$ cat src/rtl/strip_cent_pkg.sv
package strip_cent_pkg;
    localparam int NSTRIP   = 16;
    localparam int QW       = 8;
    localparam int AW       = $clog2(NSTRIP);
    localparam int FRAC     = 4;
    localparam int PITCH_UM = 3500;
    localparam int SUMW     = QW + 2;
    localparam int DIVW     = SUMW + AW;
    localparam int QB       = AW + FRAC;
    localparam int REMW     = DIVW + FRAC;
    localparam int LATENCY  = QB + 3;

    typedef struct packed {
        logic [AW-1:0] addr;
        logic [QW-1:0] q_lo;
        logic [QW-1:0] q_max;
        logic [QW-1:0] q_hi;
    } sel_t;

    function automatic logic [SUMW-1:0] charge_sum(sel_t s);
        return SUMW'(s.q_lo) + SUMW'(s.q_max) + SUMW'(s.q_hi);
    endfunction

    // a*S + q_hi - q_lo is never negative: q_lo is zero when a is zero
    function automatic logic [DIVW-1:0] moment_sum(sel_t s);
        return DIVW'(s.addr) * DIVW'(charge_sum(s)) + DIVW'(s.q_hi) - DIVW'(s.q_lo);
    endfunction
endpackage

$ cat src/rtl/strip_max_sel.sv
module strip_max_sel
    import strip_cent_pkg::*;
(
    input  logic                 clk,
    input  logic                 rst,
    input  logic                 in_valid,
    input  logic [NSTRIP*QW-1:0] in_q,
    output logic                 out_valid,
    output sel_t                 out_sel
);
    logic [QW-1:0] q_arr [NSTRIP];

    for (genvar g = 0; g < NSTRIP; g++) begin : g_split
        assign q_arr[g] = in_q[g*QW +: QW];
    end

    logic [AW-1:0] best_a;
    logic [QW-1:0] best_q;
    sel_t          cand;

    always_comb begin
        best_a = '0;
        best_q = q_arr[0];
        for (int i = 1; i < NSTRIP; i++) begin
            if (q_arr[i] > best_q) begin
                best_q = q_arr[i];
                best_a = AW'(i);
            end
        end
        cand.addr  = best_a;
        cand.q_max = best_q;
        cand.q_lo  = (best_a == '0) ? '0 : q_arr[best_a - AW'(1)];
        cand.q_hi  = (best_a == AW'(NSTRIP-1)) ? '0 : q_arr[best_a + AW'(1)];
    end

    always_ff @(posedge clk) begin
        if (rst) out_valid <= 1'b0;
        else     out_valid <= in_valid;
        out_sel <= cand;
    end


    max_dominates_chk: assert property (@(posedge clk) disable iff (rst)
        out_valid |-> (out_sel.q_max >= out_sel.q_lo && out_sel.q_max >= out_sel.q_hi))
        else $error("peak charge below a neighbour");
endmodule

$ cat src/rtl/strip_sums.sv
module strip_sums
    import strip_cent_pkg::*;
(
    input  logic            clk,
    input  logic            rst,
    input  logic            in_valid,
    input  sel_t            in_sel,
    output logic            out_valid,
    output logic            out_ok,
    output logic [DIVW-1:0] out_num,
    output logic [SUMW-1:0] out_den,
    output sel_t            out_sel
);
    logic [SUMW-1:0] den_n;
    assign den_n = charge_sum(in_sel);

    always_ff @(posedge clk) begin
        if (rst) begin
            out_valid <= 1'b0;
            out_ok    <= 1'b0;
        end else begin
            out_valid <= in_valid;
            out_ok    <= in_valid && (den_n != '0);
        end
        out_num <= moment_sum(in_sel);
        out_den <= den_n;
        out_sel <= in_sel;
    end


    den_covers_peak_chk: assert property (@(posedge clk) disable iff (rst)
        out_valid |-> out_den >= SUMW'(out_sel.q_max))
        else $error("divisor smaller than peak charge");


    ok_needs_valid_chk: assert property (@(posedge clk) disable iff (rst)
        out_ok |-> out_valid)
        else $error("divide flagged for an idle cycle");
endmodule

$ cat src/rtl/strip_div_stage.sv
module strip_div_stage
    import strip_cent_pkg::*;
#(
    parameter int BIT = 0
) (
    input  logic            clk,
    input  logic            rst,
    input  logic            in_valid,
    input  logic            in_ok,
    input  logic [REMW-1:0] in_rem,
    input  logic [SUMW-1:0] in_den,
    input  logic [QB-1:0]   in_quot,
    input  sel_t            in_sel,
    output logic            out_valid,
    output logic            out_ok,
    output logic [REMW-1:0] out_rem,
    output logic [SUMW-1:0] out_den,
    output logic [QB-1:0]   out_quot,
    output sel_t            out_sel
);
    localparam int XW = REMW + 1;

    logic [XW-1:0]   trial;
    logic            fits;
    logic [REMW-1:0] rem_n;
    logic [QB-1:0]   quot_n;

    always_comb begin
        trial       = XW'(in_den) << BIT;
        fits        = XW'(in_rem) >= trial;
        rem_n       = fits ? (in_rem - REMW'(trial)) : in_rem;
        quot_n      = in_quot;
        quot_n[BIT] = fits;
    end

    always_ff @(posedge clk) begin
        if (rst) begin
            out_valid <= 1'b0;
            out_ok    <= 1'b0;
        end else begin
            out_valid <= in_valid;
            out_ok    <= in_ok;
        end
        out_rem  <= rem_n;
        out_den  <= in_den;
        out_quot <= quot_n;
        out_sel  <= in_sel;
    end


    rem_bound_chk: assert property (@(posedge clk) disable iff (rst)
        (out_valid && out_ok) |-> (XW'(out_rem) < (XW'(out_den) << BIT)))
        else $error("restoring remainder out of range");
endmodule

$ cat src/rtl/strip_centroid_top.sv
module strip_centroid_top
    import strip_cent_pkg::*;
(
    input  logic                 clk,
    input  logic                 rst,
    input  logic                 in_valid,
    input  logic [NSTRIP*QW-1:0] in_q,
    output logic                 out_sel_valid,
    output logic [AW-1:0]        out_max_addr,
    output logic [QW-1:0]        out_q_lo,
    output logic [QW-1:0]        out_q_max,
    output logic [QW-1:0]        out_q_hi,
    output logic                 out_cent_valid,
    output logic [15:0]          out_pos
);
    localparam int PW        = QB + $clog2(PITCH_UM + 1);
    localparam int POSW      = $clog2(NSTRIP * PITCH_UM);
    localparam int POS_LIMIT = NSTRIP * PITCH_UM;

    logic s1_valid;
    sel_t s1_sel;

    strip_max_sel u_sel (
        .clk       (clk),
        .rst       (rst),
        .in_valid  (in_valid),
        .in_q      (in_q),
        .out_valid (s1_valid),
        .out_sel   (s1_sel)
    );

    logic            s2_valid, s2_ok;
    logic [DIVW-1:0] s2_num;
    logic [SUMW-1:0] s2_den;
    sel_t            s2_sel;

    strip_sums u_sums (
        .clk       (clk),
        .rst       (rst),
        .in_valid  (s1_valid),
        .in_sel    (s1_sel),
        .out_valid (s2_valid),
        .out_ok    (s2_ok),
        .out_num   (s2_num),
        .out_den   (s2_den),
        .out_sel   (s2_sel)
    );

    logic            d_valid [QB+1];
    logic            d_ok    [QB+1];
    logic [REMW-1:0] d_rem   [QB+1];
    logic [SUMW-1:0] d_den   [QB+1];
    logic [QB-1:0]   d_quot  [QB+1];
    sel_t            d_sel   [QB+1];

    assign d_valid[0] = s2_valid;
    assign d_ok[0]    = s2_ok;
    assign d_rem[0]   = {s2_num, {FRAC{1'b0}}};
    assign d_den[0]   = s2_den;
    assign d_quot[0]  = '0;
    assign d_sel[0]   = s2_sel;

    for (genvar k = 0; k < QB; k++) begin : g_div
        strip_div_stage #(.BIT(QB-1-k)) u_stage (
            .clk       (clk),
            .rst       (rst),
            .in_valid  (d_valid[k]),
            .in_ok     (d_ok[k]),
            .in_rem    (d_rem[k]),
            .in_den    (d_den[k]),
            .in_quot   (d_quot[k]),
            .in_sel    (d_sel[k]),
            .out_valid (d_valid[k+1]),
            .out_ok    (d_ok[k+1]),
            .out_rem   (d_rem[k+1]),
            .out_den   (d_den[k+1]),
            .out_quot  (d_quot[k+1]),
            .out_sel   (d_sel[k+1])
        );
    end

    logic [PW-1:0] scaled;
    assign scaled = PW'(d_quot[QB]) * PW'(PITCH_UM);

    always_ff @(posedge clk) begin
        if (rst) begin
            out_sel_valid  <= 1'b0;
            out_cent_valid <= 1'b0;
        end else begin
            out_sel_valid  <= d_valid[QB];
            out_cent_valid <= d_valid[QB] && d_ok[QB];
        end
        out_max_addr <= d_sel[QB].addr;
        out_q_lo     <= d_sel[QB].q_lo;
        out_q_max    <= d_sel[QB].q_max;
        out_q_hi     <= d_sel[QB].q_hi;
        out_pos      <= POSW'(scaled >> FRAC);
    end


    edge_lo_zero_chk: assert property (@(posedge clk) disable iff (rst)
        (out_sel_valid && out_max_addr == '0) |-> out_q_lo == '0)
        else $error("missing lower neighbour not zero");


    edge_hi_zero_chk: assert property (@(posedge clk) disable iff (rst)
        (out_sel_valid && out_max_addr == AW'(NSTRIP-1)) |-> out_q_hi == '0)
        else $error("missing upper neighbour not zero");


    cent_needs_sel_chk: assert property (@(posedge clk) disable iff (rst)
        out_cent_valid |-> out_sel_valid)
        else $error("centroid valid without selection");


    empty_slice_chk: assert property (@(posedge clk) disable iff (rst)
        (out_sel_valid && out_q_max == '0) |-> !out_cent_valid)
        else $error("centroid reported for empty slice");


    pos_range_chk: assert property (@(posedge clk) disable iff (rst)
        out_cent_valid |-> 32'(out_pos) < POS_LIMIT)
        else $error("position beyond slice");
endmodule

$ cat config.mk
export PLATFORM = sky130hd
export DESIGN_NAME = strip_centroid_top
export DESIGN_NICKNAME = d
export VERILOG_FILES = /design/src/rtl/strip_cent_pkg.sv /design/src/rtl/strip_max_sel.sv /design/src/rtl/strip_sums.sv /design/src/rtl/strip_div_stage.sv /design/src/rtl/strip_centroid_top.sv
export SDC_FILE = /design/constraint.sdc
export NUM_CORES = 1
export LEC_CHECK = 0
export BUFFER_PORTS_ARGS = -buffer_cell sky130_fd_sc_hd__clkbuf_2
export CORE_MARGIN = 3
export CORE_UTILIZATION = 59
export DETAILED_ROUTE_END_ITERATION = 8
export HOLD_SLACK_MARGIN = 0.06
export PLACE_DENSITY = 0.79
export SYNTH_ARGS = -nofsm -noshare
export SYNTH_HDL_FRONTEND = slang
export SYNTH_SLANG_ARGS = --single-unit
$ cat constraint.sdc
create_clock -name clk -period 54.3 [get_ports clk]
set_input_delay 10.86 -clock clk [delete_from_list [all_inputs] [get_ports clk]]
set_output_delay 10.86 -clock clk [all_outputs]
set_load 0.005 [all_outputs]
=== Yosys cells after proc, flatten, opt, wreduce, memory -nomap -nowiden ===
Cells that the tools add are included.

* Flip-flop bits (word level): 601
* Word-level logic and storage cells: 181
* Input port bits: 131
* RAM bits: 0
* ROM bits: 0
* Latch bits: 0
* Output and inout port bits: 46
* Memories: 0

* Div/mod/pow operators: 0
* $mul: 2
* Bitwise gates (word level): 2
* Reduce and logical (&&, ||, !) cells: 4
* Add/sub/neg operators: 13
* Equality and inequality tests: 1
* Muxes and demuxes: 43
* Shift operators: 0
* $lt $le $gt $ge: 25

{| class="wikitable"
|+ Operators by type and width
! kind !! count
|-
| two-way mux 8 bit || 19
|-
| two-way mux 18 bit || 7
|-
| greater-than comparator 8 bit || 15
|-
| binary-select mux 8 bit (select 4 bit) || 2
|-
| two-way mux 4 bit || 8
|-
| greater-or-equal comparator 18 x 10 -> 1 bit || 1
|-
| greater-or-equal comparator 18 x 11 -> 1 bit || 1
|-
| greater-or-equal comparator 18 x 12 -> 1 bit || 1
|-
| greater-or-equal comparator 18 x 13 -> 1 bit || 1
|-
| greater-or-equal comparator 18 x 14 -> 1 bit || 1
|-
| greater-or-equal comparator 18 x 15 -> 1 bit || 1
|-
| greater-or-equal comparator 18 x 16 -> 1 bit || 1
|-
| greater-or-equal comparator 18 x 17 -> 1 bit || 1
|-
| multiplier 8 x 10 -> 18 bit, second input constant || 1
|-
| subtractor 18 x 11 -> 18 bit || 1
|-
| subtractor 18 x 12 -> 18 bit || 1
|-
| subtractor 18 x 13 -> 18 bit || 1
|-
| subtractor 18 x 14 -> 18 bit || 1
|-
| subtractor 18 x 15 -> 18 bit || 1
|-
| subtractor 18 x 16 -> 18 bit || 1
|-
| subtractor 18 x 17 -> 18 bit || 1
|-
| adder 14 x 8 -> 14 bit || 1
|-
| multiplier 4 x 10 -> 14 bit || 1
|-
| subtractor 14 x 8 -> 14 bit || 1
|-
| other kinds (13) || 20
|}

=== Depth between registers and ports, before layout ===
* Depth in word-level cells: 35
* Mapped depth: 186
* Mapped depth without buffers: 170

=== Cells and area by module ===
A second synthesis with hierarchy kept.

* Cell total of the unflattened synthesis: 3016
* Area total of the unflattened synthesis: 31502.7 µm²

{| class="wikitable"
|+ By module, submodules not included
! module !! seq. area each (µm²) !! instances !! area each (µm²) !! cells an instance
|-
| strip_max_sel || 580.6 || 1 || 8370.5 || 1030
|-
| strip_sums || 1081.0 || 1 || 3324.4 || 317
|-
| strip_centroid_top || 920.9 || 1 || 2600.0 || 229
|-
| strip_div_stage (g_div[6].u_stage) || 1321.3 || 1 || 2263.4 || 207
|-
| strip_div_stage (g_div[4].u_stage) || 1321.3 || 1 || 2220.9 || 177
|-
| strip_div_stage (g_div[5].u_stage) || 1321.3 || 1 || 2208.4 || 191
|-
| strip_div_stage (g_div[7].u_stage) || 1321.3 || 1 || 2179.6 || 186
|-
| strip_div_stage (g_div[1].u_stage) || 1321.3 || 1 || 2105.8 || 167
|-
| strip_div_stage (g_div[0].u_stage) || 1321.3 || 1 || 2090.8 || 168
|-
| strip_div_stage (g_div[2].u_stage) || 1321.3 || 1 || 2074.5 || 175
|-
| strip_div_stage (g_div[3].u_stage) || 1321.3 || 1 || 2064.5 || 169
|}

=== Worst setup path before layout ===
No wires, ideal clock.

* Kind: input to register
* Start point: input port in_q[6]
* End point: register u_sel.out_sel[17] (netlist bit)
* Required time: 54173 ps
* Data arrival time: 42535 ps
* Path buffers: 18
* Path slack: 11638 ps
* Setup time: 127 ps
* Cell stages on the path: 178
* Cells stage by stage: inv_1 -> ha_1 -> a41o_1 -> a21oi_1 -> a21o_1 -> clkbuf_1 -> mux2i_1 -> ha_1 -> a21o_1 -> a31o_2 -> a311oi_1 -> o31a_1 -> or3_1 -> buf_2 -> clkbuf_1 -> nor2_1 -> a21oi_1 -> inv_1 -> [142 not listed] -> nand2b_1 -> a21oi_1 -> o21ai_0 -> o21ai_0 -> a21boi_0 -> a21boi_2 -> buf_2 -> buf_6 -> buf_2 -> ha_1 -> clkbuf_1 -> inv_1 -> o2111ai_1 -> a21oi_1 -> o21a_1 -> o21ai_1 -> o32ai_1 -> or3_1

* Longest elaborated chain between the ends: 35
* Elaborated cells on any way between the ends: 50
* Classes of those cells: add/sub: 1; order compare: 15; mux: 32; bitwise: 1; reduce/logical: 1

{| class="wikitable"
|+ Ends and longest elaborated chain
! item !! line !! text
|-
| from (decl) || strip_centroid_top.sv:7 || <nowiki>input logic [NSTRIP*QW-1:0] in_q,</nowiki>
|-
| greater-than comparator 8 bit || strip_max_sel.sv:25 || <nowiki>if (q_arr[i] > best_q) begin</nowiki>
|-
| two-way mux 8 bit || strip_max_sel.sv:25 ||
|-
| greater-than comparator 8 bit || strip_max_sel.sv:25 ||
|-
| two-way mux 8 bit || strip_max_sel.sv:25 ||
|-
| greater-than comparator 8 bit || strip_max_sel.sv:25 ||
|-
| two-way mux 8 bit || strip_max_sel.sv:25 ||
|-
| greater-than comparator 8 bit || strip_max_sel.sv:25 ||
|-
| two-way mux 8 bit || strip_max_sel.sv:25 ||
|-
| [18 not listed] || -- ||
|-
| greater-than comparator 8 bit || strip_max_sel.sv:25 ||
|-
| two-way mux 8 bit || strip_max_sel.sv:25 ||
|-
| greater-than comparator 8 bit || strip_max_sel.sv:25 ||
|-
| two-way mux 4 bit (*) || strip_max_sel.sv:25 ||
|-
| subtractor 4 x 1 -> 4 bit || strip_max_sel.sv:32 || <nowiki>cand.q_lo = (best_a == '0) ? '0 : q_arr[best_a - AW'(1)];</nowiki>
|-
| inverter 4 -> 5 bit (not written as such) || strip_max_sel.sv:32 ||
|-
| binary-select mux 8 bit (select 4 bit) || strip_max_sel.sv:32 ||
|-
| two-way mux 8 bit (not written as such) (2 in series) || strip_max_sel.sv:32 ||
|-
| to (signal assigned) || strip_max_sel.sv:39 || <nowiki>out_sel <= cand;</nowiki>
|-
| to (decl) || strip_max_sel.sv:9 || <nowiki>output sel_t out_sel</nowiki>
|}

Every way passes the cells marked *; elsewhere a longest branch is shown, timed or not. The select of a mux whose other input is x is not followed.
A chain may end at the register's enable or synchronous reset.

=== Final worst setup path ===
Same ends and word-level chain as after synthesis.

==> impl_results.md <==
* Fmax at 21.2 MHz
* Per-cell routed wire length at 18.4 um
* Syn Inst Count at 2694
* Die area at 48700 sq um
* EDFF count, synth at 0
* Levels on crit path at 163
* # port buffers at 176
* Dpl hpwl at 50.0 mm
* Inst Count DP at 3412
* Critical-path top delay cell: mux2i_1
* # Post-CTS Setup Buffers at 0
* CTS root buf: clkbuf_16
* Post-Syn Area per Cell at 10.1 sq um
* Slew @ Worst Pin at 1220 ps
* Nets@finish at 3342
* Top FF cell, synth: dfxtp_1
* Sequential area share after synthesis at 42.7%
* Vias in the first global route at 20.0k
* DR iter-0 viols at 1633
* Clk slew on worst S/H paths at 70 ps
* CTS H-tree depth at 2
* Worst hold slack at 302 ps
* Skew final at 25.5 ps
* WS Path Type: in2reg
* Slew Viols, Final at 0
* TritonCTS buffer count at 51
* Async SR Flop Fraction at 0%
* Cell mode on critical path: a21oi_1
* Max-cap violations at 0
* Area Growth Syn to Fin at 11.9%
* Hold-fix buffers, CTS at 0
* Crit end category: flip-flop
* R2R depth at 22
* Skew-Pair Late Insertion Delay at 590 ps
* Top cell type's share of synthesized area at 42.7%
* Worst slew margin at 18.2%
* Crit path largest cell delay at 850 ps
* Setup TNS at 0 ps
* Distinct cell type count after synthesis at 97
* First-pass GRT wire length at 103 mm
* Total GRT Usage at 26.5%
* First-pass DRT Iterations at 6
* Final setup vio count at 0
* Hold WC Path Type: reg2reg
* Fraction of layout cells with a size suffix above 1 at 13.0%
* Post-Layout Cell Count at 3507
* Run status: completed
* CP Max Fanout at 25
* CTS resizes at 0
* RR Endpoint: u_sums.out_num[13]$_DFF_P_
* Antenna-violating nets left at 0
* CTS tree: yes
* Yosys reg bits at 579
* Die Ht at 221 um
* Die W at 221 um
* Clock buffer depth at 3
* Initial antenna violation count at 6
* CP delay by family, top: compound AO/OA/AOI/OAI gates
* Vias at 19.8k
* Area contributors post-synth: dfxtp_1, ha_1, fa_1
* Tmin final at 47260 ps
* Fin. Hold Viols at 0
* DR vias/cell at 5.65
* CTS Sinks at 579
* Reg2Reg Setup Slack at 48270 ps
* Critical path destination: u_sel.out_sel[17]$_SDFF_PN0_
* Startpoint Class: input port
* Final period util at 87.0%
* Remaining global-route overflow at 0
* # DRC at 0
* Initial Util at 60.5%
* Synthesized net count at 3163
* WL final at 64.6 mm
* Req. time, crit path at 54750 ps
* GPL Wtd Cong at 0.973
* Start point of the critical path: in_q[6]
* Ys Warns at 0
* Worst reg2reg startpoint: u_sel.out_sel[17]$_SDFF_PN0_
* Diodes inserted at 0
* WP buf/inv at 17
* Pin count of the biggest net entering global routing at 35
* Row Count at 77
* Unrepaired setup endpoints after global routing: false
* CP Data Arrival Time at 47700 ps
* Yosys top cell by area: dfxtp_1
* I/O pins at 177
* Mapped Area at 27200 sq um
* Core Box Area at 44900 sq um
[how the worst min path moves through the flow]
stage / startpoint / slack, ps / depth (start not counted) / endpoint
after global routing: g_div[0].u_stage.out_sel[23]$_DFF_P_ / 290 / 0 / g_div[1].u_stage.out_sel[23]$_DFF_P_
after floorplan: u_sums.out_sel[0]$_DFF_P_ / 310 / 0 / g_div[0].u_stage.out_sel[0]$_DFF_P_
after CTS: u_sums.out_sel[22]$_DFF_P_ / 290 / 0 / g_div[0].u_stage.out_sel[22]$_DFF_P_
final: u_sums.out_sel[22]$_DFF_P_ / 300 / 0 / g_div[0].u_stage.out_sel[22]$_DFF_P_
after detailed placement: g_div[5].u_stage.out_sel[25]$_DFF_P_ / 310 / 0 / g_div[6].u_stage.out_sel[25]$_DFF_P_
after global placement: g_div[6].u_stage.out_sel[14]$_DFF_P_ / 310 / 0 / g_div[7].u_stage.out_sel[14]$_DFF_P_
[state kept, by name, summed over array words and instances (netlist names), 4 cells and up]
name,cells
out_q_hi,8
g_div.u_stage.out_rem,104
u_sel.out_sel,28
u_sums.out_den,10
u_sums.out_num,14
g_div.u_stage.out_quot,36
g_div.u_stage.out_ok,8
u_sums.out_sel,28
out_max_addr,4
out_pos,16
g_div.u_stage.out_den,70
out_q_lo,8
g_div.u_stage.out_valid,8
out_q_max,8
g_div.u_stage.out_sel,224
[cell families (layout without fill, tap and decap cells)]
family | Yosys count | after routing | synth area share (%)
flops | 579 | 579 | 42.7
buf+inv | 396 | 617 | 5.58
fa+ha+maj | 342 | 342 | 17.7
mux | 158 | 158 | 7.30
compound gates | 509 | 509 | 12.4
simple gates | 610 | 610 | 11.2
xor+xnor | 100 | 100 | 3.22
[per-stage QoR]
stage / cell area [sq um] / setup slack (ps) / utilization (%)
2_1_floorplan: 27200 / 11640 / -
5_1_grt: 30400 / 4290 / 67.7
3_3_place_gp: 28600 / 8520 / 63.7
4_1_cts: 30400 / 7710 / 67.7
6_report: 30400 / 7040 / 67.7
3_5_place_dp: 28600 / 7210 / 63.7
[synthesized netlist by cell type, drive strengths merged (6+ instances only)]
library cell and count:
o22ai 8, fa 71, nor3 27, a22oi 12, buf 16, a31oi 14, o21a 13, and3 10
xor2 37, o31ai 22, clkbuf 40, inv 339, a21o 70, mux2 53, mux2i 79, nor2 130
ha 267, nor4 9, xnor2 63, o211ai 8, dfxtp 579, o21bai 21, o21ai 107, a21oi 149
o2111ai 15, mux4 26, or3 14, a21boi 6, and4 7, nor2b 55, nand3 47, a211oi 7
or2 8, nand4 24, nand2 171, and2 43, nand2b 47
[placed cells by master (no fill, tap or decap), drive strengths merged, types with 7 or more instances in the layout]
master	synthesis	routed
and4	7	7
o21a	13	13
a21o	70	70
o21bai	21	21
ha	267	267
and3	10	10
o21ai	107	107
a211oi	7	7
o2111ai	15	15
nand2b	47	47
clkinv	1	15
nor4	9	9
dfxtp	579	579
nand3	47	47
mux2	53	53
and2	43	43
mux4	26	26
o211ai	8	8
fa	71	71
a21oi	149	149
a31oi	14	14
nand4	24	24
nand2	171	171
clkbuf	40	243
nor2b	55	55
inv	339	343
o31ai	22	22
mux2i	79	79
o22ai	8	8
or2	8	8
nor2	130	130
or3	14	14
nor3	27	27
a22oi	12	12
xor2	37	37
xnor2	63	63
[final cells by class]
class                           count  area [sq um]
Clock inverter                     28           363
Tap cell                          592           741
Clock buffer                       67          1420
Multi-Input combinational cell   1719         14100
Fill cell                        3388         14500
Inverter                          340          1280
Sequential cell                   579         11600
Timing Repair Buffer              182           926
[worst register-to-register path: cells and delay by family (launching register included)]
kind                       cells  cell delay [ps]
adders and majority gates      7             2860
AOI/OAI and AO/OA             10             1690
xor gates and xnor gates       2              610
buffers and inverters          2              150
DFF                            1              460
and+or+nand+nor                1              230
[routing by layer]
layer  vias to the layer above  wire length (um)  part of all wire (%)  track usage (%)
met1                      9398             27900                    43             34.3
met5                         -                57                 0.088                0
li1                       9555                 -                     -                -
met3                       170              4100                   6.4             4.34
met4                         8              2030                   3.1             8.40
met2                       693             30400                    47             45.6
Power is not shown: default switching activity piles up to over one toggle a cycle in this logic, so the estimate is an artifact.
